<file path="config.mk">
export PLATFORM = sky130hd
export DESIGN_NAME = fp64_trunc_cvt
export DESIGN_NICKNAME = d
export VERILOG_FILES = /design/src/rtl/fp2i_pkg.sv /design/src/rtl/fp2i_lane.sv /design/src/rtl/fp2i_mode_dec.sv /design/src/rtl/fp2i_pack.sv /design/src/rtl/fp64_trunc_cvt.sv
export SDC_FILE = /design/constraint.sdc
export NUM_CORES = 2
export LEC_CHECK = 0
export ABC_CLOCK_PERIOD_IN_PS = 1400
export BUFFER_PORTS_ARGS = -buffer_cell sky130_fd_sc_hd__buf_2
export CAP_MARGIN = 30
export CORE_AREA = 2 2 304 306
export DETAILED_ROUTE_END_ITERATION = 8
export DIE_AREA = 0 0 306 308
export PLACE_DENSITY = 0.66
export SYNTH_ARGS = -nofsm -noshare
export SYNTH_HDL_FRONTEND = slang
export SYNTH_SLANG_ARGS = --single-unit
</file>
<file path="constraint.sdc">
create_clock -name clk_i -period 1.4 [get_ports clk_i]
set_clock_uncertainty 0.1 [all_clocks]
set_input_delay 0.07 -clock clk_i [delete_from_list [all_inputs] [get_ports clk_i]]
set_output_delay 0.07 -clock clk_i [all_outputs]
set_load 0.05 [all_outputs]
</file>
<file path="src/rtl/fp2i_pkg.sv">
package fp2i_pkg;
  localparam int unsigned LANE_IN_W  = 64;
  localparam int unsigned LANE_OUT_W = 32;
  localparam int unsigned EXP_W      = 11;
  localparam int unsigned MAN_W      = 52;
  localparam int unsigned RSVD_W     = 4;

  localparam logic [EXP_W-1:0]      EXP_BIAS = 11'd1023;
  localparam logic [EXP_W-1:0]      EXP_SPEC = '1;
  localparam logic [LANE_OUT_W-1:0] INDEF    = 32'h8000_0000;
  localparam logic [RSVD_W-1:0]     RSVD_OK  = '1;

  typedef enum logic [1:0] {
    CVT_MERGE2 = 2'd0,
    CVT_ZERO2  = 2'd1,
    CVT_ZERO4  = 2'd2,
    CVT_BAD    = 2'd3
  } cvt_mode_e;

  typedef struct packed {
    logic [LANE_OUT_W-1:0] val;
    logic                  inv;
    logic                  inx;
  } lane_res_t;
endpackage

</file>
<file path="src/rtl/fp2i_lane.sv">
module fp2i_lane
  import fp2i_pkg::*;
(
  input  logic [LANE_IN_W-1:0] op_i,
  output lane_res_t            res_o
);
  localparam logic [EXP_W-1:0] EXP_TOP = EXP_BIAS + 11'd31;
  localparam logic [EXP_W-1:0] EXP_ONE = EXP_BIAS + 11'(MAN_W);

  logic                  sgn;
  logic [EXP_W-1:0]      ex;
  logic [MAN_W-1:0]      man;
  logic [MAN_W:0]        sig;
  logic [EXP_W-1:0]      sh_w;
  logic [5:0]            sh;
  logic [LANE_OUT_W-1:0] mag;

  always_comb begin
    sgn  = op_i[LANE_IN_W-1];
    ex   = op_i[LANE_IN_W-2 -: EXP_W];
    man  = op_i[MAN_W-1:0];
    sig  = {1'b1, man};
    sh_w = EXP_ONE - ex;
    sh   = sh_w[5:0];
    mag  = '0;
    res_o = '0;
    if (ex == EXP_SPEC) begin
      res_o.inv = 1'b1;
    end else if (ex < EXP_BIAS) begin
      // |x| < 1: result 0, inexact unless exactly zero
      res_o.inx = (ex != '0) || (man != '0);
    end else if (ex > EXP_TOP) begin
      res_o.inv = 1'b1;
    end else begin
      // exponent 0..31: shift 52..21
      mag       = LANE_OUT_W'(sig >> sh);
      res_o.inx = |(sig & (({{MAN_W{1'b0}}, 1'b1} << sh) - 1'b1));
      if (mag[LANE_OUT_W-1] && !(sgn && mag == INDEF)) res_o.inv = 1'b1;
      else res_o.val = sgn ? (~mag + 1'b1) : mag;
    end
    if (res_o.inv) begin
      res_o.val = INDEF;
      res_o.inx = 1'b0;
    end
  end
endmodule

</file>
<file path="src/rtl/fp2i_mode_dec.sv">
module fp2i_mode_dec
  import fp2i_pkg::*;
#(
  parameter int unsigned N_LANES = 4
) (
  input  logic [1:0]         mode_i,
  input  logic [RSVD_W-1:0]  rsvd_i,
  output logic [N_LANES-1:0] lane_en_o,
  output logic               keep_upper_o,
  output logic               ud_o
);
  localparam int unsigned HALF = N_LANES / 2;

  always_comb begin
    lane_en_o    = '0;
    keep_upper_o = 1'b0;
    ud_o         = 1'b0;
    case (cvt_mode_e'(mode_i))
      CVT_MERGE2: begin
        lane_en_o[HALF-1:0] = '1;
        keep_upper_o        = 1'b1;
      end
      CVT_ZERO2: begin
        lane_en_o[HALF-1:0] = '1;
        ud_o                = (rsvd_i != RSVD_OK);
      end
      CVT_ZERO4: begin
        lane_en_o = '1;
        ud_o      = (rsvd_i != RSVD_OK);
      end
      default: ud_o = 1'b1;
    endcase
  end
endmodule

</file>
<file path="src/rtl/fp2i_pack.sv">
module fp2i_pack
  import fp2i_pkg::*;
#(
  parameter int unsigned N_LANES = 4,
  parameter int unsigned DST_W   = 256,
  localparam int unsigned HALF_W = DST_W / 2
) (
  input  logic [N_LANES-1:0][LANE_OUT_W-1:0] lane_val_i,
  input  logic [N_LANES-1:0]                 lane_en_i,
  input  logic                               keep_upper_i,
  input  logic [DST_W-HALF_W-1:0]            old_upper_i,
  output logic [DST_W-1:0]                   dst_o
);
  for (genvar g = 0; g < N_LANES; g++) begin : g_lane
    assign dst_o[g*LANE_OUT_W +: LANE_OUT_W] = lane_en_i[g] ? lane_val_i[g] : '0;
  end
  if (N_LANES * LANE_OUT_W < HALF_W) begin : g_pad
    assign dst_o[HALF_W-1:N_LANES*LANE_OUT_W] = '0;
  end
  assign dst_o[DST_W-1:HALF_W] = keep_upper_i ? old_upper_i : '0;
endmodule

</file>
<file path="src/rtl/fp64_trunc_cvt.sv">
module fp64_trunc_cvt
  import fp2i_pkg::*;
#(
  parameter int unsigned N_LANES = 4,
  localparam int unsigned SRC_W  = N_LANES * LANE_IN_W,
  localparam int unsigned DST_W  = SRC_W
) (
  input  logic              clk_i,
  input  logic              rst_ni,
  input  logic              valid_i,
  input  logic [1:0]        mode_i,
  input  logic [RSVD_W-1:0] rsvd_i,
  input  logic              inv_mask_i,
  input  logic [SRC_W-1:0]  src_i,
  input  logic [DST_W-1:0]  old_dst_i,
  output logic              valid_o,
  output logic [DST_W-1:0]  dst_o,
  output logic              inv_o,
  output logic              prec_o,
  output logic              fault_inv_o,
  output logic              fault_ud_o
);
  localparam int unsigned HALF_W = DST_W / 2;
  localparam int unsigned PAIR_W = 2 * LANE_OUT_W;

  lane_res_t [N_LANES-1:0]                 lane_res;
  logic      [N_LANES-1:0][LANE_OUT_W-1:0] lane_val;
  logic      [N_LANES-1:0]                 lane_en;
  logic                                    keep_upper, ud;
  logic      [DST_W-1:0]                   packed_dst, nxt_dst;
  logic                                    inv_any, inx_any, inv_trap;

  for (genvar g = 0; g < N_LANES; g++) begin : g_cvt
    fp2i_lane u_lane (
      .op_i  (src_i[g*LANE_IN_W +: LANE_IN_W]),
      .res_o (lane_res[g])
    );
    assign lane_val[g] = lane_res[g].val;
  end

  fp2i_mode_dec #(.N_LANES(N_LANES)) u_dec (
    .mode_i       (mode_i),
    .rsvd_i       (rsvd_i),
    .lane_en_o    (lane_en),
    .keep_upper_o (keep_upper),
    .ud_o         (ud)
  );

  fp2i_pack #(.N_LANES(N_LANES), .DST_W(DST_W)) u_pack (
    .lane_val_i   (lane_val),
    .lane_en_i    (lane_en),
    .keep_upper_i (keep_upper),
    .old_upper_i  (old_dst_i[DST_W-1:HALF_W]),
    .dst_o        (packed_dst)
  );

  always_comb begin
    inv_any = 1'b0;
    inx_any = 1'b0;
    for (int i = 0; i < N_LANES; i++) begin
      if (lane_en[i]) begin
        inv_any |= lane_res[i].inv;
        inx_any |= lane_res[i].inx;
      end
    end
    inv_trap = !ud && inv_any && !inv_mask_i;
    nxt_dst  = (ud || inv_trap) ? old_dst_i : packed_dst;
  end

  always_ff @(posedge clk_i or negedge rst_ni) begin
    if (!rst_ni) begin
      valid_o     <= 1'b0;
      dst_o       <= '0;
      inv_o       <= 1'b0;
      prec_o      <= 1'b0;
      fault_inv_o <= 1'b0;
      fault_ud_o  <= 1'b0;
    end else begin
      valid_o <= valid_i;
      if (valid_i) begin
        dst_o       <= nxt_dst;
        inv_o       <= !ud && inv_any;
        prec_o      <= !ud && inx_any;
        fault_inv_o <= inv_trap;
        fault_ud_o  <= ud;
      end
    end
  end

  AST_VALID_LAT: assert property (@(posedge clk_i) disable iff (!rst_ni)
    valid_o |-> $past(valid_i));
  AST_UD_HOLD: assert property (@(posedge clk_i) disable iff (!rst_ni)
    valid_o && fault_ud_o |-> dst_o == $past(old_dst_i) && !inv_o && !prec_o && !fault_inv_o);
  AST_INV_HOLD: assert property (@(posedge clk_i) disable iff (!rst_ni)
    valid_o && fault_inv_o |-> dst_o == $past(old_dst_i) && inv_o);
  AST_MERGE_UPPER: assert property (@(posedge clk_i) disable iff (!rst_ni)
    valid_o && !fault_ud_o && !fault_inv_o && $past(mode_i) == 2'd0 |->
      dst_o[DST_W-1:HALF_W] == $past(old_dst_i[DST_W-1:HALF_W]) &&
      dst_o[HALF_W-1:PAIR_W] == '0);
  AST_ZERO2_UPPER: assert property (@(posedge clk_i) disable iff (!rst_ni)
    valid_o && !fault_ud_o && !fault_inv_o && $past(mode_i) == 2'd1 |->
      dst_o[DST_W-1:PAIR_W] == '0);
  AST_ZERO4_UPPER: assert property (@(posedge clk_i) disable iff (!rst_ni)
    valid_o && !fault_ud_o && !fault_inv_o && $past(mode_i) == 2'd2 |->
      dst_o[DST_W-1:HALF_W] == '0);
  AST_BAD_MODE: assert property (@(posedge clk_i) disable iff (!rst_ni)
    valid_o && $past(mode_i) == 2'd3 |-> fault_ud_o);
  AST_MASKED_NO_TRAP: assert property (@(posedge clk_i) disable iff (!rst_ni)
    valid_o && $past(inv_mask_i) |-> !fault_inv_o);
endmodule

</file>
==> metrics.md <==
| Metric | Value |
|---|---|
| Io pins | `roughly 780` |
| Final nets | `6791` |
| Commonest non-fill, non-tap cells in the layout | `buf_4, buf_2, mux2i_1` |
| Sw frac | `0.459` |
| Num CTS Buffers | `29` |
| Worst-path fanout max | `11` |
| Most used DFF post-synth | `dfrtp_1` |
| CTS clk-pin slew, worst paths | `roughly 0.07 ns` |
| Period minus WS final | `about 4.3 ns` |
| Clock Path Buffers | `3` |
| R2r setup slk | `around 0.04 ns` |
| Avg Vias per Cell | `between 6 and 7` |
| Width of the chip | `about 310 um` |
| Via count | `47800` |
| Pint | `between 20000 and 30000 uW` |
| Sequential-to-total area share from yosys stat | `0.192` |
| Hold Crit Class | `in2reg` |
| Synthesis-stage register bit count | `~260` |
| CP Class | `in2reg` |
| Arrival @ worst endpoint | `between 4 and 5 ns` |
| Peak VDD IR | `~0.75 mV` |
| Max Cap Violations | `0` |
| Initial cell density of the core | `0.375` |
| Slew of the pin with the lowest slew margin | `0.899 ns` |
| RSZ-0062 raised after global routing | `true` |
| Final setup margin | `-2.90 ns` |
| Die Ht | `slightly above 300 um` |
| DP Area | `a little over 0.05 mm2` |
| Fmax | `roughly 230 MHz` |
| # DRC | `0` |
| Clock share of power | `0.172` |
| First-pass GRT wire length | `between 300000 and 400000 um` |
| Final core utilization | `0.620` |
| Grt total ovfl | `0` |
| Max H-tree Level | `1` |
| Register-to-Register Path Depth | `2` |
| Crit path from | `src_i[180]` |
| Worst skew pair latency | `just over 0.6 ns` |
| Crit path launch type | `primary input` |
| Rel. slew slack | `0.394` |
| Final hold viol count | `0` |
| Post-Synthesis Cells | `slightly below 4000` |
| Synth warn | `0` |
| Cell Rows | `approximately 110` |
| Comb power frac | `0.629` |
| Global-route usage over all layers | `0.458` |
| Vias in the first global route | `46000` |
| Post-DP HPWL | `roughly 180000 um` |
| Layout area overhead | `65.5%` |
| Design Area, Final | `around 0.056 mm2` |
| Antenna viol nets, final | `0` |
| GPL Wtd Cong | `between 1 and 1.5` |
| Largest net degree at the start of global routing | `53` |
| Worst path required time | `between 1.5 and 2 ns` |
| Failing checks | `negative setup slack` |
| Seq pwr share | `0.199` |
| Synthesized net count | `4434` |
| Crit. End Element | `flip-flop` |
| Clock Tree Root | `clkbuf_16` |
| Post-Synthesis Cell Area | `0.0341 mm2` |
| Initial drt markers | `approximately 5700` |
| Ys async rst share | `1.00` |
| Core footprint | `slightly above 0.09 mm2` |
| Final Max Tran Viols | `0` |
| Hold Crit Endpoint | `inv_o` |
| Final setup vio count | `a little over 500` |
| Post-synth EDFFs | `0` |
| Final WL | `231000 um` |
| First-pass DRT Iterations | `8` |
| Hold_sp | `valid_i` |
| Die area | `~0.094 mm2` |
| Unique masters post-synth | `102` |
| # clock sinks | `around 260` |
| Share of layout cells above drive strength 1 | `0.489` |
| R2R Path Start | `prec_o` |
| LEAKAGE | `~0.026 uW` |
| Syn Area/Cell | `8.75 um2` |
| Final period utilization | `3.07` |
| NetSw | `~22000 uW` |
| Hold path depth | `5` |
| Antenna violations before repair | `58` |
| Pwr dens | `around 840 mW/mm2` |
| Commonest non-fill, non-tap cell in the layout | `buf_4` |
| TritonCTS clock tree | `yes` |
| Routed WL per cell | `approximately 31 um` |
| FF-to-FF End | `prec_o` |
| Status | `finished, violations left` |
| Port buffer count | `slightly below 800` |
## worst max-delay path by stage
stage	cells past startpoint	to	slack [ns]
finish	17	dst_o[231]	-2.90
global route	20	dst_o[231]	-2.94
CTS	20	dst_o[211]	-2.67
detailed placement	14	dst_o[227]	-3.68
global placement	14	dst_o[227]	-3.59
floorplan	27	dst_o[1]	-3.84
## stage by stage
step	setup slack [ns]	cells	hold slack, ns	power, uW	setup TNS [ns]
finish	-2.90	7499	0.00721	47300	-735.04
global route	-2.94	7484	0.0153	48600	-753.91
CTS	-2.67	7435	-0.0106	45100	-691.32
detailed placement	-3.68	7079	-0.113	35900	-929.24
global placement	-3.59	7078	-0.115	35900	-906.53
floorplan	-3.84	3894	-0.326	22800	-981.87
## Yosys cell counts, drive strengths merged, types with 24 or more instances
cell	n	area [um2]
nor3	76	392
a211oi	27	203
dfrtp	261	6530
nand4	41	257
o31ai	50	375
o22ai	172	1080
mux4	244	5500
nor2b	37	231
a21oi	166	831
mux2	92	1040
o21ai	225	1130
a22o	38	333
o211ai	28	210
mux2i	420	4200
nand2b	33	206
nor2	331	1250
xor2	76	666
inv	55	206
and2	42	263
xnor2	79	692
or2	30	188
o221ai	28	251
or3	26	163
clkbuf	198	743
nor4	75	475
nand2	326	1220
buf	159	971
and3	24	150
nand3	106	531
a22oi	31	233
## critical path: stages
cell and delay (ns):
buf_12 0.15, buf_12 0.15, mux4_2 0.54, mux2_2 0.34
mux2_2 0.29, a22o_1 0.19, a21oi_1 0.33, nand3_1 0.21
or4b_2 0.73, o21a_1 0.24, o41a_1 0.51, nor3_4 0.20
buf_6 0.13, buf_12 0.13, clkbuf_16 0.22, buf_16 0.16
nor2_4 0.09
## layer usage
layer	vias up	wire length, um	GRT usage
li1	20000	-	-
met5	-	230	0.0191
met4	34	22400	0.344
met3	1156	26700	0.138
met2	3510	101000	0.721
met1	23100	80700	0.523
## kinds of logic (layout without fill, tap and decap cells)
family	after synthesis	after routing	share of synthesized area
AOI/OAI and AO/OA	1071	1071	0.215
xor gates and xnor gates	155	155	0.0398
adders and majority gates	21	21	0.00749
buffers and inverters	415	2793	0.0567
DFF	261	261	0.192
muxes	756	756	0.315
other	0	41	0
and+or+nand+nor	1215	1215	0.174
## power groups by stage
stage               Clock, uW  Sequential (uW)  Combinational, uW
finish                   8150             9420              29700
global route             8420             9420              30700
CTS                      7980             9230              27900
detailed placement          0             9340              26600
global placement            0             9330              26500
floorplan                   0            12400              10400
## registers in the layout, summed over array words and instances (netlist names)
register and count:
inv_o 1, prec_o 1, valid_o 1, dst_o 256, fault_inv_o 1, fault_ud_o 1
## what timing repair did
action | in CTS | in global routing
cloned | 7 | 13
endpoints found under the hold margin | 520 | 0
pin swaps | 52 | 69
setup endpoints to repair | 506 | 519
gates resized for setup | 133 | 189
hold buffers | 266 | 0
setup buffers | 32 | 12
## layout make-up
| cell class | instances | area [um2] |
|---|---|---|
| well taps | 1186 | 1480 |
| diodes | 41 | 103 |
| flip-flops and latches | 261 | 6530 |
| inverters | 58 | 236 |
| clock buffers | 42 | 835 |
| clock inverters | 10 | 118 |
| fillers | 7629 | 34600 |
| multi-input cells | 3218 | 26900 |
| repair buffers | 2683 | 20200 |
Note: power is estimated with default switching activity, not from simulation.
